--- src/rtl/pte_access_pkg.sv ---
package pte_access_pkg;
  typedef enum logic [1:0] {
    ACC_RD  = 2'd0,
    ACC_WR  = 2'd1,
    ACC_EX  = 2'd2,
    ACC_BAD = 2'd3
  } acc_e;

  localparam int PERM_W   = 3;
  localparam int P_RD     = 0;
  localparam int P_WR     = 1;
  localparam int P_EX     = 2;

  localparam int FAULT_W  = 3;
  localparam int F_GUARD  = 0;
  localparam int F_PROT   = 1;
  localparam int F_STORE  = 2;

  typedef enum logic [1:0] {
    ST_IDLE = 2'd0,
    ST_WB   = 2'd1,
    ST_RSP  = 2'd2
  } st_e;
endpackage

--- src/rtl/perm_eval.sv ---
module perm_eval
  import pte_access_pkg::*;
(
  input  acc_e              acc_i,
  input  logic              user_i,
  input  logic              priv_i,
  input  logic              nio_i,
  input  logic [PERM_W-1:0] auth_i,
  input  logic [PERM_W-1:0] mask_i,
  output logic              allow_o,
  output logic [FAULT_W-1:0] fault_o,
  output logic [PERM_W-1:0] perm_o
);
  logic [PERM_W-1:0] granted;
  logic              need_ok, guard, prot, denied;

  always_comb begin
    if (priv_i && user_i)      granted = '0;
    else if (user_i || priv_i) granted = auth_i;
    else                       granted = auth_i & mask_i;
  end

  always_comb begin
    unique case (acc_i)
      ACC_RD:  need_ok = granted[P_RD];
      ACC_WR:  need_ok = granted[P_WR];
      ACC_EX:  need_ok = granted[P_EX];
      default: need_ok = 1'b0;
    endcase
  end

  assign guard  = nio_i && (acc_i == ACC_EX);
  assign prot   = !guard && !need_ok;
  assign denied = guard || prot;
  assign allow_o = !denied;

  always_comb begin
    fault_o          = '0;
    fault_o[F_GUARD] = guard;
    fault_o[F_PROT]  = prot;
    fault_o[F_STORE] = denied && (acc_i == ACC_WR);
  end

  // reads/executes are cached without write so a later store revisits RC
  always_comb begin
    perm_o = '0;
    if (!denied) begin
      perm_o = granted;
      if (acc_i != ACC_WR) perm_o[P_WR] = 1'b0;
    end
  end
endmodule

--- src/rtl/rc_update.sv ---
module rc_update #(
  parameter int PTE_W   = 64,
  parameter int REF_BIT = 8,
  parameter int CHG_BIT = 7
) (
  input  logic [PTE_W-1:0] pte_i,
  input  logic             is_write_i,
  output logic [PTE_W-1:0] pte_o,
  output logic             changed_o
);
  always_comb begin
    pte_o          = pte_i;
    pte_o[REF_BIT] = 1'b1;
    if (is_write_i) pte_o[CHG_BIT] = 1'b1;
  end

  assign changed_o = (pte_o != pte_i);
endmodule

--- src/rtl/pte_access_check.sv ---
module pte_access_check
  import pte_access_pkg::*;
#(
  parameter int         PTE_W    = 64,
  parameter int         ATT_LSB  = 4,
  parameter logic [1:0] NIO_CODE = 2'b10,
  parameter int         PRIV_BIT = 3,
  parameter int         REF_BIT  = 8,
  parameter int         CHG_BIT  = 7
) (
  input  logic              clk_i,
  input  logic              rst_ni,
  input  logic              req_valid_i,
  output logic              req_ready_o,
  input  logic [PTE_W-1:0]  pte_i,
  input  logic [1:0]        access_i,
  input  logic              user_mode_i,
  input  logic [2:0]        auth_perm_i,
  input  logic [2:0]        mask_perm_i,
  output logic              rsp_valid_o,
  output logic              rsp_allow_o,
  output logic [2:0]        rsp_fault_o,
  output logic [2:0]        rsp_perm_o,
  output logic              wb_valid_o,
  input  logic              wb_ready_i,
  output logic [PTE_W-1:0]  wb_data_o
);
  localparam int ATT_MSB = ATT_LSB + 1;

  acc_e               acc;
  logic               allow_d, changed_d, take;
  logic [FAULT_W-1:0] fault_d;
  logic [PERM_W-1:0]  perm_d;
  logic [PTE_W-1:0]   pte_d;

  st_e                state_q;
  logic               allow_q;
  logic [FAULT_W-1:0] fault_q;
  logic [PERM_W-1:0]  perm_q;
  logic [PTE_W-1:0]   pte_q;

  assign acc  = acc_e'(access_i);
  assign take = req_valid_i && req_ready_o;

  perm_eval u_perm (
    .acc_i   (acc),
    .user_i  (user_mode_i),
    .priv_i  (pte_i[PRIV_BIT]),
    .nio_i   (pte_i[ATT_MSB:ATT_LSB] == NIO_CODE),
    .auth_i  (auth_perm_i),
    .mask_i  (mask_perm_i),
    .allow_o (allow_d),
    .fault_o (fault_d),
    .perm_o  (perm_d)
  );

  rc_update #(.PTE_W(PTE_W), .REF_BIT(REF_BIT), .CHG_BIT(CHG_BIT)) u_rc (
    .pte_i      (pte_i),
    .is_write_i (acc == ACC_WR),
    .pte_o      (pte_d),
    .changed_o  (changed_d)
  );

  always_ff @(posedge clk_i or negedge rst_ni) begin
    if (!rst_ni) begin
      state_q <= ST_IDLE;
      allow_q <= 1'b0;
      fault_q <= '0;
      perm_q  <= '0;
      pte_q   <= '0;
    end else begin
      unique case (state_q)
        ST_IDLE: if (take) begin
          allow_q <= allow_d;
          fault_q <= fault_d;
          perm_q  <= perm_d;
          pte_q   <= pte_d;
          state_q <= (allow_d && changed_d) ? ST_WB : ST_RSP;
        end
        ST_WB:   if (wb_ready_i) state_q <= ST_RSP;
        ST_RSP:  state_q <= ST_IDLE;
        default: state_q <= ST_IDLE;
      endcase
    end
  end

  assign req_ready_o = (state_q == ST_IDLE);
  assign wb_valid_o  = (state_q == ST_WB);
  assign wb_data_o   = pte_q;
  assign rsp_valid_o = (state_q == ST_RSP);
  assign rsp_allow_o = allow_q;
  assign rsp_fault_o = fault_q;
  assign rsp_perm_o  = perm_q;
endmodule

--- config.mk ---
export PLATFORM = sky130hd
export DESIGN_NAME = pte_access_check
export DESIGN_NICKNAME = d
export VERILOG_FILES = /design/src/rtl/pte_access_pkg.sv /design/src/rtl/perm_eval.sv /design/src/rtl/rc_update.sv /design/src/rtl/pte_access_check.sv
export SDC_FILE = /design/constraint.sdc
export NUM_CORES = 1
export LEC_CHECK = 0
export ABC_AREA = 1
export BUFFER_PORTS_ARGS = -buffer_cell sky130_fd_sc_hd__clkbuf_2
export CAP_MARGIN = 20
export CORE_MARGIN = 2
export CORE_UTILIZATION = 45
export CTS_CLUSTER_DIAMETER = 120
export DETAILED_ROUTE_END_ITERATION = 10
export GPL_TIMING_DRIVEN = 0
export HOLD_SLACK_MARGIN = 0.12
export PLACE_DENSITY = 0.88
export SYNTH_ARGS = -nofsm -noshare
export SYNTH_HDL_FRONTEND = slang
export SYNTH_SLANG_ARGS = --single-unit
--- constraint.sdc ---
create_clock -name clk_i -period 1.3 [get_ports clk_i]
set_clock_uncertainty 0.05 [all_clocks]
set_input_delay 0.195 -clock clk_i [delete_from_list [all_inputs] [get_ports clk_i]]
set_output_delay 0.195 -clock clk_i [all_outputs]
set_load 0.02 [all_outputs]
After elaboration in Yosys (flattened, before gate mapping). Cells that the tools add are included.

Output and inout port bits: 74. ROM bits: 0. Latch bits: 0. Memories: 0. Logic and storage cells: 40. Flip-flop bits (word level): 73. Memory bits (writable): 0.

Reduce and logical (&&, ||, !) cells: 15. Equal/unequal tests: 9. Div/mod/pow operators: 0. Multiplexer cells: 10. Shifts and indexed selects: 0. Bitwise logic cells: 1. $add $sub $neg: 0. Magnitude comparators: 0. $mul: 0.

Operator list (count): 3-bit 2-to-1 mux (3); 2-bit equality test, second input constant (3); 1-bit logical AND (6); 2-bit 2-to-1 mux (3); 2-bit by 1-bit inequality test with 1-bit output, second input constant (3); 2-bit by 1-bit equality test with 1-bit output, second input constant (2); 2-bit zero test (2); 2-bit case mux with 2 select lines (1); 2-bit AND reduction (2); 3-bit AND (1); 1-bit zero test (3); 1-bit case mux with 3 select lines (1); 1-bit logical OR (2); 1-bit 2-to-1 mux (2); 2-bit inequality test (1).

Depth between registers and ports, before layout. Gate-level depths: netlist (run 1).

Depth after elaboration: 12. Gate-level depth with buffers: 7.

Modules after synthesis. Synthesis (run 1) repeated with hierarchy kept, for this count alone.

Cell total of the unflattened synthesis: 430. Area, all modules: 3659.8 sq um.

Modules (own cells, without submodules): pte_access_check (instances 1, cells each 328, area an instance 2997.9 sq um, sequential area each 1826.8 sq um); rc_update (instances 1, cells each 68, area an instance 494.2 sq um, sequential area each 0.0 sq um); perm_eval (instances 1, cells each 34, area an instance 167.7 sq um, sequential area each 0.0 sq um).

Least setup slack after synthesis (run 1). OpenSTA, ideal clock, no wires.

Path kind: register to register. Start: register state_q[0]. End: register fault_q[2] (netlist: rsp_fault_o[2]). Setup time: 0.130 ns. Arrival time: 1.071 ns. Period minus slack after synthesis: 1.251 ns. Cell stages (with the launch flop): 8. Data required time: 1.120 ns. Setup slack: 0.049 ns. Buffers on the path: 1. Cells stage by stage: dfrtp_1 nor2_4 nand2_4 inv_2 buf_6 nand2_1 o21ai_0 a21oi_1.

Cells in the longest elaborated chain, start to end: 3.

RTL lines: start, declared (line pte_access_check.sv:36) `st_e state_q;`; start signal, assigned (line pte_access_check.sv:78) `state_q <= (allow_d && changed_d) ? ST_WB : ST_RSP;`; 2-bit zero test * (line pte_access_check.sv:87) `assign req_ready_o = (state_q == ST_IDLE);`; named net req_ready_o (line pte_access_check.sv:14) `output logic req_ready_o,`; 1-bit logical AND (line pte_access_check.sv:43) `assign take = req_valid_i && req_ready_o;`; 2-bit AND reduction (no source line) *; end signal, assigned (line pte_access_check.sv:75) `fault_q <= fault_d;`; end, declared (line pte_access_check.sv:38) `logic [FAULT_W-1:0] fault_q;`.

Mark *: on every way through the listed nets, which the timed path passes. The rest lies on a longest branch. A chain may end at the register's enable or synchronous reset.

Worst setup path in the final report (run 1).
Start: register state_q[0]. End: register pte_q[47] (netlist: wb_data_o[47]).

Cells in the longest elaborated chain, start to end: 3.

RTL lines: 2-bit zero test * (line pte_access_check.sv:72, pte_access_check.sv:87); 1-bit logical AND (line pte_access_check.sv:43); 2-bit AND reduction (no source line) *; end signal, assigned (line pte_access_check.sv:77) `pte_q <= pte_d;`; end, declared (line pte_access_check.sv:40) `logic [PTE_W-1:0] pte_q;`.

Mark *: on every way between the ends. The rest lies on a longest branch, timed or not.

==> flow_summary_export.csv, run 1 <==
group,metric,value,unit
outcome,outcome,"complete, but fails checks",
outcome,violations,"setup timing",
worst_setup_path,reg2reg_from,"state_q[0]$_DFFE_PN0P_",
worst_setup_path,cp_cell_sequence,"nor2_4 -> nand2_4 -> inv_8 -> buf_12 -> clkbuf_16 -> nand2_2 -> nand2_1",
yosys,synth_cell_types,16,
worst_setup_path,arrival,1610,ps
worst_setup_path,slowest_delay,440,ps
yosys,synth_cells,340,
clocking,cts_tree,"built",
timing,max_freq,718.8,MHz
die,ios,151,
yosys,synth-seq-cells,73,
detailed_routing,first_iter_violations,128,
timing,slew_headroom,0.6382,
die,fp.coreArea,0.006314,mm²
worst_setup_path,critPathLaunchType,"register",
pwr,pwr-share-comb,0.355,
yosys,synthesis.area,0.002928,mm²
yosys,synth.avg_cell_area,8.611,µm²
hold_path,hp-class,"in2reg",
worst_setup_path,critPathLaunch,"state_q[0]$_DFFE_PN0P_",
global_route,track_usage,0.2622,
worst_setup_path,crit_type,"reg2reg",
placement,dp_cells,568,
yosys,synth_area_leaders,"dfrtp_1 (62%), nand2_1 (26%), buf_6 (2.3%)",
finish,multi_input_area,0.001170,mm²
global_route,grt_pass1_vias,3103,
timing,setup_viol,54,
timing,setup_slack,-91.19,ps
worst_setup_path,crit_slowest_cell,"dfrtp_2",
placement,io_buffers,150,
timing,fin_crit_sh,1.070,
die,start_util,0.4637,
placement,place_congestion,0.8327,
detailed_routing,detail-route-antenna-nets,0,
finish,drive_gt1_frac,0.4328,
clocking,h-tree-depth,3,
timing,worstMarginPinSlew,542.8,ps
timing,hold_violations,0,
pwr,power.leakage,2.895,nW
clocking,cts-root-buf,"clkbuf_8",
yosys,synth_simple_gate_area_frac,0.3009,
die,dieArea,0.007167,mm²
yosys,synth_fa_ha_area_frac,0,
global_route,grt_max_degree,40,
placement,placed_cell_area,0.003797,mm²
pwr,seqPwrFrac,0.409,
pwr,p_sw_frac,0.3656,
yosys,yosys_warnings,0,
yosys,synthesis.nets,417,
hold_path,min-delay-start,"access_i[0]",
yosys,synth_top_family_by_area,"simple AND/OR/NAND/NOR gates",
global_route,grt_pass1_wl,14.58,mm
clocking,insertion_delay,320,ps
timing,rsz0062_at_grt,"true",
clocking,path_clk_slew,80,ps
clocking,numCtsBuffers,9,
timing,final.min_clock_period,1391,ps
pwr,p_int,4.685,mW
worst_setup_path,cp-end-kind,"register",
finish,diodes,0,
finish,stdcell_count,657,
global_route,overflow,0,
yosys,seq_area_frac_synth,0.6239,
timing,fin_hold_ws,165.3,ps
pwr,p_clk_frac,0.236,
detailed_routing,vias,3229,
yosys,yosysTopAreaCell,"dfrtp_1",
placement,dpl_worst_slack,-77.14,ps
die,die_h,84.66,µm
finish,finish.utilization,0.8078,
clocking,clock_sinks,73,
global_route,antenna_found_initial,0,
die,rows,29,
clocking,ctsLongestPathBuffers,2,
detailed_routing,drc,0,
pwr,p_total,7.385,mW
finish,final_cell_area,0.005100,mm²
pwr,vdd.ir_drop.worst,1.195,mV
detailed_routing,vias_per_cell,4.915,
detailed_routing,wl,10.32,mm
yosys,synth_xor_area_frac,0,
finish,fillers,372,
detailed_routing,drt_first_pass_iters,4,
die,fp.dieW,84.66,µm
yosys,synth_compound_area_frac,0.02137,
timing,tns,-3152,ps
job,maxCapViolCount,0,
timing,slew_viol_final,0,
finish,regArea,0.001828,mm²
yosys,synthMuxAreaShare,0,
pwr,power_density,1448,mW/mm²
worst_setup_path,critPathMaxFanout,5,
finish,synthToLayoutAreaGrowth,74.19,%
yosys,synth_top_area_frac,0.6239,
finish,nets,652,
placement,dp_hpwl,5.474,mm
detailed_routing,wl_per_cell,15.71,µm
pwr,p_switching,2.700,mW
worst_setup_path,crit_required,1520,ps
[worst max-delay path: cells and delay by family, from the launching register on]
family | cells | cell delay [ps]
simple gates | 4 | 430
buf+inv | 3 | 410
flops | 1 | 440
[area by class of cell]
type,count,share of cell area
Tap cell,77,0.01889
Buffer,14,0.02723
Multi-Input combinational cell,239,0.2294
Sequential cell,73,0.3584
Inverter,15,0.01300
Timing Repair Buffer,223,0.3145
Clock inverter,5,0.01079
Clock buffer,11,0.02772
[cells by family (layout without fill, tap and decap cells)]
family / after synthesis / count (layout)
AND/OR/NAND/NOR: 226 / 227
buffers and inverters: 29 / 268
flip-flops: 73 / 73
AO/OA/AOI/OAI: 12 / 12
[synthesized netlist by cell type]
cell type,number
inv_1,14
nand2_4,1
nand3_1,8
inv_2,1
buf_2,3
and2_1,2
nand2_1,205
o21ai_0,7
clkbuf_1,5
nor2_4,1
buf_6,6
a21oi_1,4
nor2_1,8
or2_1,1
a21boi_0,1
dfrtp_1,73
[timing repair]
item                       CTS  global route
hold buffers                65             0
pin swaps                    3            10
gates resized for setup     15            91
setup endpoints to repair   64            69
hold endpoints to repair   102             0
setup buffers                1             0
gates cloned                 2             5
[per-layer routing]
metal / global-route usage / up-vias / wire, µm
li1: - / 1503 / -
met1: 0.2826 / 1559 / 3767
met2: 0.4839 / 131 / 5671
met3: 0.05211 / 36 / 469
met4: 0.1328 / 0 / 415
met5: 0 / - / 0
[flip-flops by register name, indices dropped and copies added, names as in the netlist]
| signal | flops |
|---|---|
| rsp_allow_o | 1 |
| wb_data_o | 64 |
| state_q | 2 |
| rsp_fault_o | 3 |
| rsp_perm_o | 3 |
[power by group through the flow]
stage	Combinational (mW)	Clock [mW]	Sequential, mW
4_1_cts	2.27	1.77	2.99
6_report	2.62	1.74	3.02
2_1_floorplan	0.624	0	3.59
5_1_grt	2.82	1.87	3.06
3_5_place_dp	2.05	0	3.02
3_3_place_gp	1.98	0	3.00
[final timing paths]
path                                                  end  slack, ps  cells past startpoint
worst max-delay path            wb_data_o[47]$_DFFE_PN0P_        -90                      7
worst min-delay path             wb_data_o[7]$_DFFE_PN0P_        170                      3
worst max register to register  wb_data_o[47]$_DFFE_PN0P_        -90                      7
worst min register to register  wb_data_o[30]$_DFFE_PN0P_        430                      2
max in group asynchronous          state_q[0]$_DFFE_PN0P_        210                      3
min in group asynchronous       wb_data_o[14]$_DFFE_PN0P_        380                      2
[cells in the final DEF (no fill, tap or decap), types with 2 or more instances in the layout]
cell type and count:
dlygate4sd3_1 65, clkinv_2 2, inv_2 2, buf_8 5
nand2_1 150, o21ai_2 2, nand2_2 41, clkbuf_16 5
nand2_4 16, clkinvlp_4 2, and2_1 2, nand3_1 8
clkbuf_2 150, dfrtp_1 72, nor2_1 8, clkbuf_8 12
inv_1 11, o21ai_0 4, a21oi_1 4, buf_12 2
buf_4 4
Power figures use the tool's default switching activity.
==> run 2: changes to the inputs <==
--- a/config.mk
+++ b/config.mk
@@ -15,6 +15,7 @@
 export GPL_TIMING_DRIVEN = 0
 export HOLD_SLACK_MARGIN = 0.12
 export PLACE_DENSITY = 0.88
+export SKIP_CTS_REPAIR_TIMING = 1
 export SYNTH_ARGS = -nofsm -noshare
 export SYNTH_HDL_FRONTEND = slang
 export SYNTH_SLANG_ARGS = --single-unit
==> run 2 against run 1 <==
The flow still finishes with violations (setup timing). Final cell count down 0.30%. Die area unchanged. Sequential share of layout area up 0.69 points. Count of clock-buffer cells in the layout unchanged. Design area down 1.9%. Wire length down 5.7%. Sequential power about the same. Critical path type unchanged. Clock power about the same. Sequential cell count unchanged. Setup slack better by 21 ps.
==> flow_summary_export.csv, run 2 (same netlist as run 1, synthesis figures left out) <==
group,metric,value,unit
outcome,outcome,"complete, but fails checks",
outcome,violations,"setup timing",
pwr,power.leakage,2.830,nW
pwr,p_sw_frac,0.3606,
worst_setup_path,crit_path_frequent_cell,"nand2_1",
timing,fin_crit_sh,1.054,
finish,final_common_cell,"nand2_1",
hold_path,min_to,"wb_data_o[7]$_DFFE_PN0P_",
pwr,p_clk_frac,0.238,
clocking,h-tree-depth,3,
worst_setup_path,cp-end-kind,"register",
finish,final_cell_area,0.005004,mm²
placement,place_congestion,0.8327,
worst_setup_path,arrival,1570,ps
placement,io_buffers,150,
global_route,grt_pass1_wl,11.78,mm
global_route,track_usage,0.2080,
clocking,cts_tree,"built",
die,fp.dieW,84.66,µm
worst_setup_path,crit_required,1500,ps
clocking,insertion_delay,310,ps
finish,finish.utilization,0.7925,
pwr,seqPwrFrac,0.413,
finish,layout_common_cells,"nand2_1 (160), clkbuf_2 (149), dfrtp_1 (72), dlygate4sd3_1 (64), nand2_2 (39)",
timing,setup_viol,62,
timing,fin_hold_ws,118.5,ps
pwr,p_switching,2.624,mW
die,dieArea,0.007167,mm²
finish,diodes,0,
worst_setup_path,reg2reg_from,"state_q[0]$_DFFE_PN0P_",
timing,slew_viol_final,0,
worst_setup_path,slowest_delay,440,ps
worst_setup_path,r2r_slack,-70,ps
worst_setup_path,reg2reg_to,"wb_data_o[37]$_DFFE_PN0P_",
finish,nets,650,
timing,setup_slack,-70.05,ps
worst_setup_path,critPathMaxFanout,10,
finish,regArea,0.001828,mm²
finish,largest_register_ffs,64,
clocking,clock_sinks,73,
finish,stdcell_count,655,
die,start_util,0.4637,
clocking,cts-root-buf,"clkbuf_8",
placement,dp_cells,568,
global_route,antenna_found_initial,0,
global_route,grt_pass1_vias,2567,
timing,final.min_clock_period,1370,ps
placement,dpl_worst_slack,-77.14,ps
hold_path,hp-class,"in2reg",
timing,worstMarginPinSlew,518.4,ps
global_route,grt_max_degree,40,
timing,rsz0062_at_grt,"true",
timing,max_freq,729.9,MHz
pwr,power_density,1454,mW/mm²
placement,dp_hpwl,5.474,mm
worst_setup_path,reg2reg_depth,6,
clocking,numCtsBuffers,9,
detailed_routing,vias_per_cell,4.708,
worst_setup_path,cp_cell_sequence,"nor2_4 -> nand2_4 -> inv_6 -> buf_2 -> nand2_1 -> nand2_1",
worst_setup_path,crit_type,"reg2reg",
die,die_h,84.66,µm
pwr,vdd.ir_drop.worst,0.8460,mV
worst_setup_path,cp_num_buf_inv,2,
finish,synthToLayoutAreaGrowth,70.90,%
pwr,pwr-share-comb,0.349,
pwr,p_int,4.652,mW
hold_path,whs_path_depth,3,
worst_setup_path,critPathLaunchType,"register",
detailed_routing,wl,9.731,mm
worst_setup_path,path_delay_family,"simple AND/OR/NAND/NOR gates",
hold_path,min-delay-start,"pte_i[7]",
die,ios,151,
clocking,path_clk_slew,80,ps
detailed_routing,wl_per_cell,14.86,µm
global_route,overflow,0,
timing,hold_violations,0,
detailed_routing,detail-route-antenna-nets,0,
die,fp.coreArea,0.006314,mm²
placement,placed_cell_area,0.003797,mm²
finish,fillers,403,
detailed_routing,drt_first_pass_iters,5,
timing,slew_headroom,0.6544,
worst_setup_path,crit_slowest_cell,"dfrtp_2",
job,maxCapViolCount,0,
finish,drive_gt1_frac,0.4152,
clocking,ctsLongestPathBuffers,2,
detailed_routing,drc,0,
die,rows,29,
detailed_routing,first_iter_violations,188,
finish,multi_input_area,0.001104,mm²
detailed_routing,vias,3084,
[run 2: power by group through the flow]
stage                     Combinational, mW  Sequential, mW  Clock [mW]
after floorplan                       0.624            3.59           0
after global placement                 1.98            3.00           0
after detailed placement               2.05            3.02           0
after CTS                              2.05            2.99        1.77
after global routing                   2.73            3.06        1.89
final                                  2.54            3.01        1.73
[run 2: worst min-delay path, cell delays in order]
cell      delay, ps
clkbuf_2        100
a21oi_1          40
o21ai_0         130
[run 2: worst max path at each step]
stage	from	to	slack [ps]	cells past startpoint
after CTS	state_q[0]$_DFFE_PN0P_	wb_data_o[26]$_DFFE_PN0P_	-90	7
after floorplan	state_q[0]$_DFFE_PN0P_	rsp_fault_o[2]$_DFFE_PN0P_	50	7
final	state_q[0]$_DFFE_PN0P_	wb_data_o[37]$_DFFE_PN0P_	-70	6
after global placement	rst_ni	wb_data_o[33]$_DFFE_PN0P_	-520	1
after detailed placement	state_q[0]$_DFFE_PN0P_	wb_data_o[26]$_DFFE_PN0P_	-80	7
after global routing	state_q[1]$_DFFE_PN0P_	wb_data_o[39]$_DFFE_PN0P_	-150	6
[run 2: cell type report]
type,count,area share
Multi-Input combinational cell,239,0.2206
Clock buffer,11,0.02826
Timing Repair Buffer,221,0.3156
Tap cell,77,0.01925
Sequential cell,73,0.3653
Buffer,14,0.02726
Inverter,15,0.01275
Clock inverter,5,0.01100
[run 2: stage by stage]
stage | setup TNS [ps] | power, mW
after floorplan | 0 | 4.212
after global placement | -39070 | 4.977
after detailed placement | -2931 | 5.068
after CTS | -4148 | 6.802
after global routing | -6868 | 7.682
final | -1970 | 7.276
[run 2: per-layer routing]
layer / vias up / wire length [µm] / global-route usage
met3: 22 / 425 / 0.04228
met4: 0 / 241 / 0.09668
met2: 116 / 5335 / 0.3493
li1: 1495 / - / -
met1: 1451 / 3728 / 0.2592
met5: - / 0 / 0
